===== config.mk =====
export PLATFORM = sky130hd
export DESIGN_NAME = lwsram
export DESIGN_NICKNAME = d
export VERILOG_FILES = /design/src/rtl/lwsram_pkg.sv /design/src/rtl/lwsram_cmd.sv /design/src/rtl/lwsram_array.sv /design/src/rtl/lwsram_rdpath.sv /design/src/rtl/lwsram.sv
export SDC_FILE = /design/constraint.sdc
export NUM_CORES = 2
export LEC_CHECK = 0
export BUFFER_PORTS_ARGS = -buffer_cell sky130_fd_sc_hd__buf_2
export CORE_MARGIN = 3
export CORE_UTILIZATION = 40
export CTS_CLUSTER_SIZE = 8
export DETAILED_ROUTE_END_ITERATION = 10
export GPL_TIMING_DRIVEN = 0
export PLACE_DENSITY = 0.57
export REMOVE_ABC_BUFFERS = 1
export SLEW_MARGIN = 40
export SYNTH_ARGS = -nofsm -noshare
export SYNTH_HDL_FRONTEND = slang
export SYNTH_MEMORY_MAX_BITS = 65536
export SYNTH_SLANG_ARGS = --single-unit

===== constraint.sdc =====
create_clock -name clk -period 3.65 [get_ports clk]
set_input_delay 0.73 -clock clk [delete_from_list [all_inputs] [get_ports clk]]
set_output_delay 0.73 -clock clk [all_outputs]
set_load 0.02 [all_outputs]

===== src/rtl/lwsram_pkg.sv =====
package lwsram_pkg;

  typedef enum logic [1:0] {
    OP_IDLE = 2'd0,
    OP_RD   = 2'd1,
    OP_WR   = 2'd2
  } op_e;

  // Low address bits for a given beat of a four-beat burst.
  function automatic logic [1:0] beat_offset(input logic [1:0] start,
                                             input logic [1:0] beat,
                                             input logic       linear);
    if (linear) return start + beat;
    return start ^ beat;
  endfunction

endpackage


===== src/rtl/lwsram_cmd.sv =====
module lwsram_cmd
  import lwsram_pkg::*;
#(
  parameter int AW = 8,
  parameter int NB = 2
) (
  input  logic          clk,
  input  logic          rst_n,
  input  logic          sleep,
  input  logic          adv_ld,
  input  logic          wr_en,
  input  logic          sel,
  input  logic          burst_lin,
  input  logic [AW-1:0] addr,
  input  logic [NB-1:0] byte_we,
  output op_e           s1_op,
  output logic [AW-1:0] s1_addr,
  output logic [NB-1:0] s1_be,
  output op_e           s2_op,
  output logic [AW-1:0] s2_addr,
  output logic [NB-1:0] s2_be,
  output logic          load_go,
  output logic          cont_go
);
  localparam int OW = 2;

  op_e           last_op, cur_op;
  logic [AW-1:0] base_q, cur_addr;
  logic [OW-1:0] beat_q, beat_nx;
  logic          lin_q;

  always_comb begin
    load_go  = !sleep && !adv_ld && sel;
    cont_go  = !sleep && adv_ld && (last_op != OP_IDLE);
    beat_nx  = beat_q + 1'b1;
    cur_op   = OP_IDLE;
    cur_addr = addr;
    if (load_go) begin
      cur_op = wr_en ? OP_WR : OP_RD;
    end else if (cont_go) begin
      cur_op   = last_op;
      cur_addr = {base_q[AW-1:OW], beat_offset(base_q[OW-1:0], beat_nx, lin_q)};
    end
  end

  always_ff @(posedge clk or negedge rst_n) begin
    if (!rst_n) begin
      s1_op   <= OP_IDLE;
      s1_addr <= '0;
      s1_be   <= '0;
      s2_op   <= OP_IDLE;
      s2_addr <= '0;
      s2_be   <= '0;
      last_op <= OP_IDLE;
      base_q  <= '0;
      beat_q  <= '0;
      lin_q   <= 1'b1;
    end else begin
      s1_op   <= cur_op;
      s1_addr <= cur_addr;
      s1_be   <= byte_we;
      s2_op   <= s1_op;
      s2_addr <= s1_addr;
      s2_be   <= s1_be;
      if (load_go) begin
        last_op <= cur_op;
        base_q  <= addr;
        beat_q  <= '0;
        lin_q   <= burst_lin;
      end else if (cont_go) begin
        beat_q <= beat_nx;
      end else begin
        last_op <= OP_IDLE;
      end
    end
  end

endmodule


===== src/rtl/lwsram_array.sv =====
module lwsram_array #(
  parameter int AW = 8,
  parameter int NB = 2,
  parameter int BW = 9,
  localparam int DW    = NB * BW,
  localparam int DEPTH = 1 << AW
) (
  input  logic          clk,
  input  logic          we,
  input  logic [AW-1:0] waddr,
  input  logic [NB-1:0] wbe,
  input  logic [DW-1:0] wdata,
  input  logic [AW-1:0] raddr,
  output logic [DW-1:0] rdata
);

  for (genvar b = 0; b < NB; b++) begin : g_lane
    logic [BW-1:0] lane_mem [DEPTH];

    always_ff @(posedge clk) begin
      if (we && wbe[b]) lane_mem[waddr] <= wdata[b*BW +: BW];
    end

    assign rdata[b*BW +: BW] = lane_mem[raddr];
  end

endmodule


===== src/rtl/lwsram_rdpath.sv =====
module lwsram_rdpath
  import lwsram_pkg::*;
#(
  parameter int AW = 8,
  parameter int NB = 2,
  parameter int BW = 9,
  localparam int DW = NB * BW
) (
  input  logic          clk,
  input  logic          rst_n,
  input  logic          ft_mode,
  input  logic          oe,
  input  logic          sleep,
  input  op_e           s1_op,
  input  logic [AW-1:0] s1_addr,
  input  op_e           s2_op,
  input  logic [AW-1:0] s2_addr,
  input  logic [NB-1:0] s2_be,
  input  logic [DW-1:0] din,
  input  logic [DW-1:0] arr_rdata,
  output logic [DW-1:0] dout,
  output logic          dout_oe,
  output logic          fwd_hit
);
  logic [DW-1:0] merged, out_q;
  logic          rd_live;

  // In registered mode the write committing at this edge is not yet in the array.
  assign fwd_hit = !ft_mode && (s2_op == OP_WR) && (s2_addr == s1_addr) && (s1_op == OP_RD);

  for (genvar b = 0; b < NB; b++) begin : g_merge
    assign merged[b*BW +: BW] = (fwd_hit && s2_be[b]) ? din[b*BW +: BW]
                                                      : arr_rdata[b*BW +: BW];
  end

  always_ff @(posedge clk or negedge rst_n) begin
    if (!rst_n)              out_q <= '0;
    else if (s1_op == OP_RD) out_q <= merged;
  end

  assign rd_live = ft_mode ? (s1_op == OP_RD) : (s2_op == OP_RD);
  assign dout    = ft_mode ? merged : out_q;
  assign dout_oe = rd_live && oe && !sleep;

endmodule


===== src/rtl/lwsram.sv =====
module lwsram
  import lwsram_pkg::*;
#(
  parameter int ADDR_W = 8,
  parameter int NBYTE  = 2,
  parameter int BYTE_W = 9,
  localparam int DATA_W = NBYTE * BYTE_W
) (
  input  logic              clk,
  input  logic              rst_n,
  input  logic              ft_mode,
  input  logic [ADDR_W-1:0] addr,
  input  logic              adv_ld,
  input  logic              wr_en,
  input  logic [NBYTE-1:0]  byte_we,
  input  logic              ce1,
  input  logic              ce2,
  input  logic              ce3,
  input  logic              burst_lin,
  input  logic              oe,
  input  logic              sleep,
  input  logic [DATA_W-1:0] din,
  output logic [DATA_W-1:0] dout,
  output logic              dout_oe
);
  op_e               s1_op, s2_op;
  logic [ADDR_W-1:0] s1_addr, s2_addr, arr_waddr;
  logic [NBYTE-1:0]  s1_be, s2_be, arr_wbe;
  logic              load_go, cont_go, arr_we, fwd_hit, chip_sel;
  logic [DATA_W-1:0] arr_rdata;

  assign chip_sel = ce1 && ce2 && ce3;

  lwsram_cmd #(.AW(ADDR_W), .NB(NBYTE)) u_cmd (
    .clk(clk), .rst_n(rst_n), .sleep(sleep), .adv_ld(adv_ld), .wr_en(wr_en),
    .sel(chip_sel), .burst_lin(burst_lin), .addr(addr), .byte_we(byte_we),
    .s1_op(s1_op), .s1_addr(s1_addr), .s1_be(s1_be),
    .s2_op(s2_op), .s2_addr(s2_addr), .s2_be(s2_be),
    .load_go(load_go), .cont_go(cont_go)
  );

  // Late-write commit point: one stage in flow-through, two in registered mode.
  always_comb begin
    if (ft_mode) begin
      arr_we    = (s1_op == OP_WR);
      arr_waddr = s1_addr;
      arr_wbe   = s1_be;
    end else begin
      arr_we    = (s2_op == OP_WR);
      arr_waddr = s2_addr;
      arr_wbe   = s2_be;
    end
  end

  lwsram_array #(.AW(ADDR_W), .NB(NBYTE), .BW(BYTE_W)) u_array (
    .clk(clk), .we(arr_we), .waddr(arr_waddr), .wbe(arr_wbe), .wdata(din),
    .raddr(s1_addr), .rdata(arr_rdata)
  );

  lwsram_rdpath #(.AW(ADDR_W), .NB(NBYTE), .BW(BYTE_W)) u_rd (
    .clk(clk), .rst_n(rst_n), .ft_mode(ft_mode), .oe(oe), .sleep(sleep),
    .s1_op(s1_op), .s1_addr(s1_addr), .s2_op(s2_op), .s2_addr(s2_addr),
    .s2_be(s2_be), .din(din), .arr_rdata(arr_rdata),
    .dout(dout), .dout_oe(dout_oe), .fwd_hit(fwd_hit)
  );

endmodule


==> impl_table.tex <==
\begin{tabular}{lr}
\hline
Metric & Value \\
\hline
\multicolumn{2}{l}{\textbf{Route}} \\
TritonRoute pass-1 iters & 8 \\
Wire length per cell & 34.2 um \\
Total number of vias & 95.8k \\
Post-route ant nets & 0 \\
DRC & 0 \\
Violation count after the first detailed-routing iteration & 11.9k \\
Via density per instance & 5.98 \\
DRT Wirelength & 548 mm \\
\multicolumn{2}{l}{\textbf{STA}} \\
Minimum hold slack & 76.6 ps \\
Final setup violating endpoints & 1834 \\
Part of the cycle the worst path needs & 159\% \\
Min Tclk post-route & 5800 ps \\
Setup WS post-layout & -2150 ps \\
Final setup TNS & -178490 ps \\
Highest clock rate & 172 MHz \\
Slew HR & 32.5\% \\
Count of endpoints failing hold in the final timing report & 0 \\
Unrepaired setup endpoints after global routing & yes \\
Max Clock Skew & 50.1 ps \\
Worst slew pin tran & 1010 ps \\
Pins over their slew limit & 0 \\
\multicolumn{2}{l}{\textbf{Clocking}} \\
CTS clk-pin slew, worst paths & 50 ps \\
Max H-tree Level & 6 \\
Longest Clk Path Bufs & 4 \\
Clock tree from TritonCTS & built \\
Root Buffer Master & sky130\_fd\_sc\_hd\_\_clkbuf\_16 \\
TritonCTS buffer count & 653 \\
Sink count of the clock tree & 4661 \\
Source-to-sink clock delay at the later pin of the worst-skew pair & 1060 ps \\
\multicolumn{2}{l}{\textbf{Setup path}} \\
Slowest Stage Delay on Critical Path & 580 ps \\
Crit path max-delay cell type & sky130\_fd\_sc\_hd\_\_or4\_4 \\
CP max FO & 21 \\
Most frequent cell on the critical path & sky130\_fd\_sc\_hd\_\_buf\_12 \\
Startpoint type of the worst setup path & flop \\
Cells along the critical path & buf\_4 > buf\_12 > clkbuf\_16 > and4b\_4 > buf\_12 > a22oi\_2 > nand4\_1 > o21ai\_4 > nand2\_1 > or4\_4 > mux2i\_4 > buf\_6 \\
Crit end category & output port \\
Data required time of the critical path & 2920 ps \\
Worst EP arrival & 5070 ps \\
Worst Path Class, Setup & flop to output port \\
\multicolumn{2}{l}{\textbf{Floorplanning}} \\
Num ports & 58 \\
Initial cell density of the core & 40.2\% \\
Site row count & 247 \\
Die Outline Area & 463000 um\^{}2 \\
Floorplan Core Area & 453000 um\^{}2 \\
Horizontal die dimension & 680 um \\
Floorplan die height & 680 um \\
\multicolumn{2}{l}{\textbf{Run}} \\
Max-Cap Viols & 0 \\
\multicolumn{2}{l}{\textbf{Finish}} \\
Share of final-layout standard cells stronger than drive strength 1 & 30.9\% \\
Number of nets at the end of the flow & 9947 \\
Design area & 221000 um\^{}2 \\
Post-layout instance count excluding filler cells & 16.0k \\
Area grow syn2layout & 21.3\% \\
\multicolumn{2}{l}{\textbf{Power}} \\
Total power of the final layout & 121000 uW \\
Peak VDD IR & 0.478 mV \\
Power density cells & 547 nW/um\^{}2 \\
Leakage component of the power & 0.0717 uW \\
\multicolumn{2}{l}{\textbf{Yosys}} \\
Asr flop ratio synth & 1.14\% \\
Syn avg cell area & 20.1 um\^{}2 \\
Warnings from Yosys & 0 \\
Cell count after synthesis & 9029 \\
EDFF count, synth & 4608 \\
Post-synth top flop & sky130\_fd\_sc\_hd\_\_edfxtp\_1 \\
Flip-flop and latch count after synthesis & 4661 \\
Unique cell type count in the Yosys netlist & 85 \\
Proportion of synthesized chip area in sequential cells & 76.8\% \\
Post-synthesis instance area & 182000 um\^{}2 \\
\multicolumn{2}{l}{\textbf{Min path}} \\
Class of the most critical hold timing path & primary input to flop \\
\multicolumn{2}{l}{\textbf{Global route}} \\
Global-route wire length before repair & 755 mm \\
Overall fraction of global-route tracks in use & 23.0\% \\
Number of antenna violations at the first check in global routing & 21 \\
Sum of overflow across all layers after global routing & 0 \\
Pin count of the biggest net entering global routing & 101 \\
Vias in the first global route & 96.1k \\
\multicolumn{2}{l}{\textbf{Place}} \\
Placed instance count & 14.9k \\
Count of input and output buffers & 57 \\
Routability-driven placement congestion ratio & 0.803 \\
Placed Area & 194000 um\^{}2 \\
Sum of net half-perimeters after detailed placement & 340 mm \\
\multicolumn{2}{l}{\textbf{Run status}} \\
Result of the run & finished with violations \\
Violations in the final reports & setup timing \\
\hline
\end{tabular}
worst max-delay path: cells and delay by family (launching register included):
kind | cells | cell delay (ps)
mux | 1 | 480
buf+inv | 5 | 970
compound gates | 2 | 620
flops | 1 | 540
simple gates | 4 | 1320
placed cells by master, fill, tap and decap left out, types with 59 or more instances in the layout:
cell type / count
sky130_fd_sc_hd__edfxtp_1: 4608
sky130_fd_sc_hd__mux2i_1: 864
sky130_fd_sc_hd__clkbuf_16: 685
sky130_fd_sc_hd__mux4_2: 674
sky130_fd_sc_hd__nor2_2: 382
sky130_fd_sc_hd__a22oi_1: 352
sky130_fd_sc_hd__nand2_1: 254
sky130_fd_sc_hd__buf_4: 253
sky130_fd_sc_hd__buf_16: 162
sky130_fd_sc_hd__nor2_4: 154
sky130_fd_sc_hd__buf_12: 122
sky130_fd_sc_hd__nand4_1: 106
sky130_fd_sc_hd__o22ai_1: 82
sky130_fd_sc_hd__mux4_1: 76
sky130_fd_sc_hd__a21oi_1: 69
sky130_fd_sc_hd__clkbuf_1: 69
sky130_fd_sc_hd__buf_6: 62
sky130_fd_sc_hd__nor2_1: 59
timing repair:
action                                  4_1_cts  5_1_grt
hold buffers                                 24        0
gates cloned                                 60       21
hold endpoints to repair                    188        0
pin swaps                                    76      103
buffers inserted                            157      108
endpoints found under the setup margin     4590     4380
resized for setup                           382      394
flip-flops by register name, indices dropped and copies added, names as in the netlist, 2 cells and up:
name                     cells
u_cmd.s2_be                  2
u_cmd.beat_q                 2
u_cmd.s2_addr                8
u_cmd.last_op                2
u_rd.out_q                  18
u_cmd.s2_op                  2
u_cmd.s1_be                  2
u_cmd.s1_addr                8
u_cmd.base_q                 8
u_array.g_lane.lane_mem   4608
power by group:
group          leakage, uW  switching, uW  internal [uW]  total, uW
Combinational       0.0211           4820           3070       7890
Sequential          0.0420           86.1          59000      59100
Clock              0.00861          21500          32300      53800
Total               0.0717          26400          94400     121000
worst paths after layout:
check / startpoint / endpoint / slack, ps / cells after the start
setup / recovery: u_cmd.s1_addr[4] / dout[14] / -2150 / 12
min in group asynchronous: rst_n / u_cmd.s1_addr[0] / 150 / 2
max in group asynchronous: rst_n / u_rd.out_q[11] / 2920 / 3
hold / removal: din[10] / u_array.g_lane[1].lane_mem[46][1] / 80 / 1
hold reg to reg: u_cmd.s1_be[1] / u_cmd.s2_be[1] / 380 / 0
setup reg to reg: u_cmd.s1_addr[0] / u_rd.out_q[12] / -300 / 19
area by class of cell:
type / instances / area [um^2]
diodes: 7 / 17.5
multi-input cells: 3802 / 43200
fillers: 35900 / 232000
flip-flops and latches: 4661 / 140000
inverters: 21 / 111
clock buffers: 735 / 16900
well taps: 5976 / 7480
repair buffers: 768 / 12500
clock inverters: 49 / 721
cells by family after synthesis:
logic type | Yosys count | synth area share, %
flops | 4661 | 76.8
mux | 1670 | 14.5
simple gates | 1265 | 3.13
compound gates | 854 | 3.28
buf+inv | 567 | 2.20
xor+xnor | 11 | 0.0530
fa+ha+maj | 1 | 0.00688
synth_stat cells (6+ instances only):
library cell,n,area (um^2)
sky130_fd_sc_hd__edfxtp_1,4608,138000
sky130_fd_sc_hd__mux2i_1,889,8900
sky130_fd_sc_hd__mux4_2,667,15000
sky130_fd_sc_hd__nor2_1,594,2230
sky130_fd_sc_hd__a22oi_1,394,2960
sky130_fd_sc_hd__nand2_1,324,1220
sky130_fd_sc_hd__clkbuf_1,163,612
sky130_fd_sc_hd__buf_2,145,726
sky130_fd_sc_hd__nand4_1,106,663
sky130_fd_sc_hd__o22ai_1,104,651
sky130_fd_sc_hd__buf_4,98,736
sky130_fd_sc_hd__a21oi_1,85,425
sky130_fd_sc_hd__mux4_1,83,2180
sky130_fd_sc_hd__o21ai_0,79,395
sky130_fd_sc_hd__a221oi_1,56,490
sky130_fd_sc_hd__dfrtp_1,52,1300
sky130_fd_sc_hd__buf_6,50,563
sky130_fd_sc_hd__nand3_1,48,240
sky130_fd_sc_hd__buf_8,45,676
sky130_fd_sc_hd__and3_1,34,213
sky130_fd_sc_hd__nor3_1,33,165
sky130_fd_sc_hd__mux2_2,31,349
sky130_fd_sc_hd__nor4_1,31,194
sky130_fd_sc_hd__a211oi_1,20,150
sky130_fd_sc_hd__a31oi_1,20,125
sky130_fd_sc_hd__buf_12,20,400
sky130_fd_sc_hd__o211ai_1,19,143
sky130_fd_sc_hd__inv_1,18,67.6
sky130_fd_sc_hd__nor2b_1,15,93.8
sky130_fd_sc_hd__o21ai_1,13,65.1
sky130_fd_sc_hd__xnor2_1,11,96.3
sky130_fd_sc_hd__a22o_1,8,70.1
sky130_fd_sc_hd__buf_1,8,30.0
sky130_fd_sc_hd__clkbuf_8,8,110
sky130_fd_sc_hd__o221ai_1,8,70.1
sky130_fd_sc_hd__or3_1,8,50.1
sky130_fd_sc_hd__a2111oi_0,7,61.3
sky130_fd_sc_hd__and4b_1,7,70.1
sky130_fd_sc_hd__nand2b_1,7,43.8
sky130_fd_sc_hd__and2_1,6,37.5
sky130_fd_sc_hd__nor3b_1,6,45.0
sky130_fd_sc_hd__nor4b_1,6,52.6
sky130_fd_sc_hd__o2111ai_1,6,52.6
routing by layer:
| metal | global-route usage, % | share of wire [%] | vias up |
|---|---|---|---|
| li1 | - | - | 38900 |
| met1 | 31.4 | 40 | 51200 |
| met2 | 37.1 | 48 | 4787 |
| met3 | 4.28 | 8.5 | 908 |
| met4 | 8.20 | 4.0 | 8 |
| met5 | 0 | 0.0078 | - |
metrics by stage:
stage / util, % / worst slack [ps]
global placement: 41.0 / -168340
finish: 48.7 / -2150
detailed placement: 42.9 / -3420
floorplan: - / -52330
global route: 48.7 / -2150
CTS: 48.0 / -2270
No activity file was read; power rests on OpenSTA's default activity.
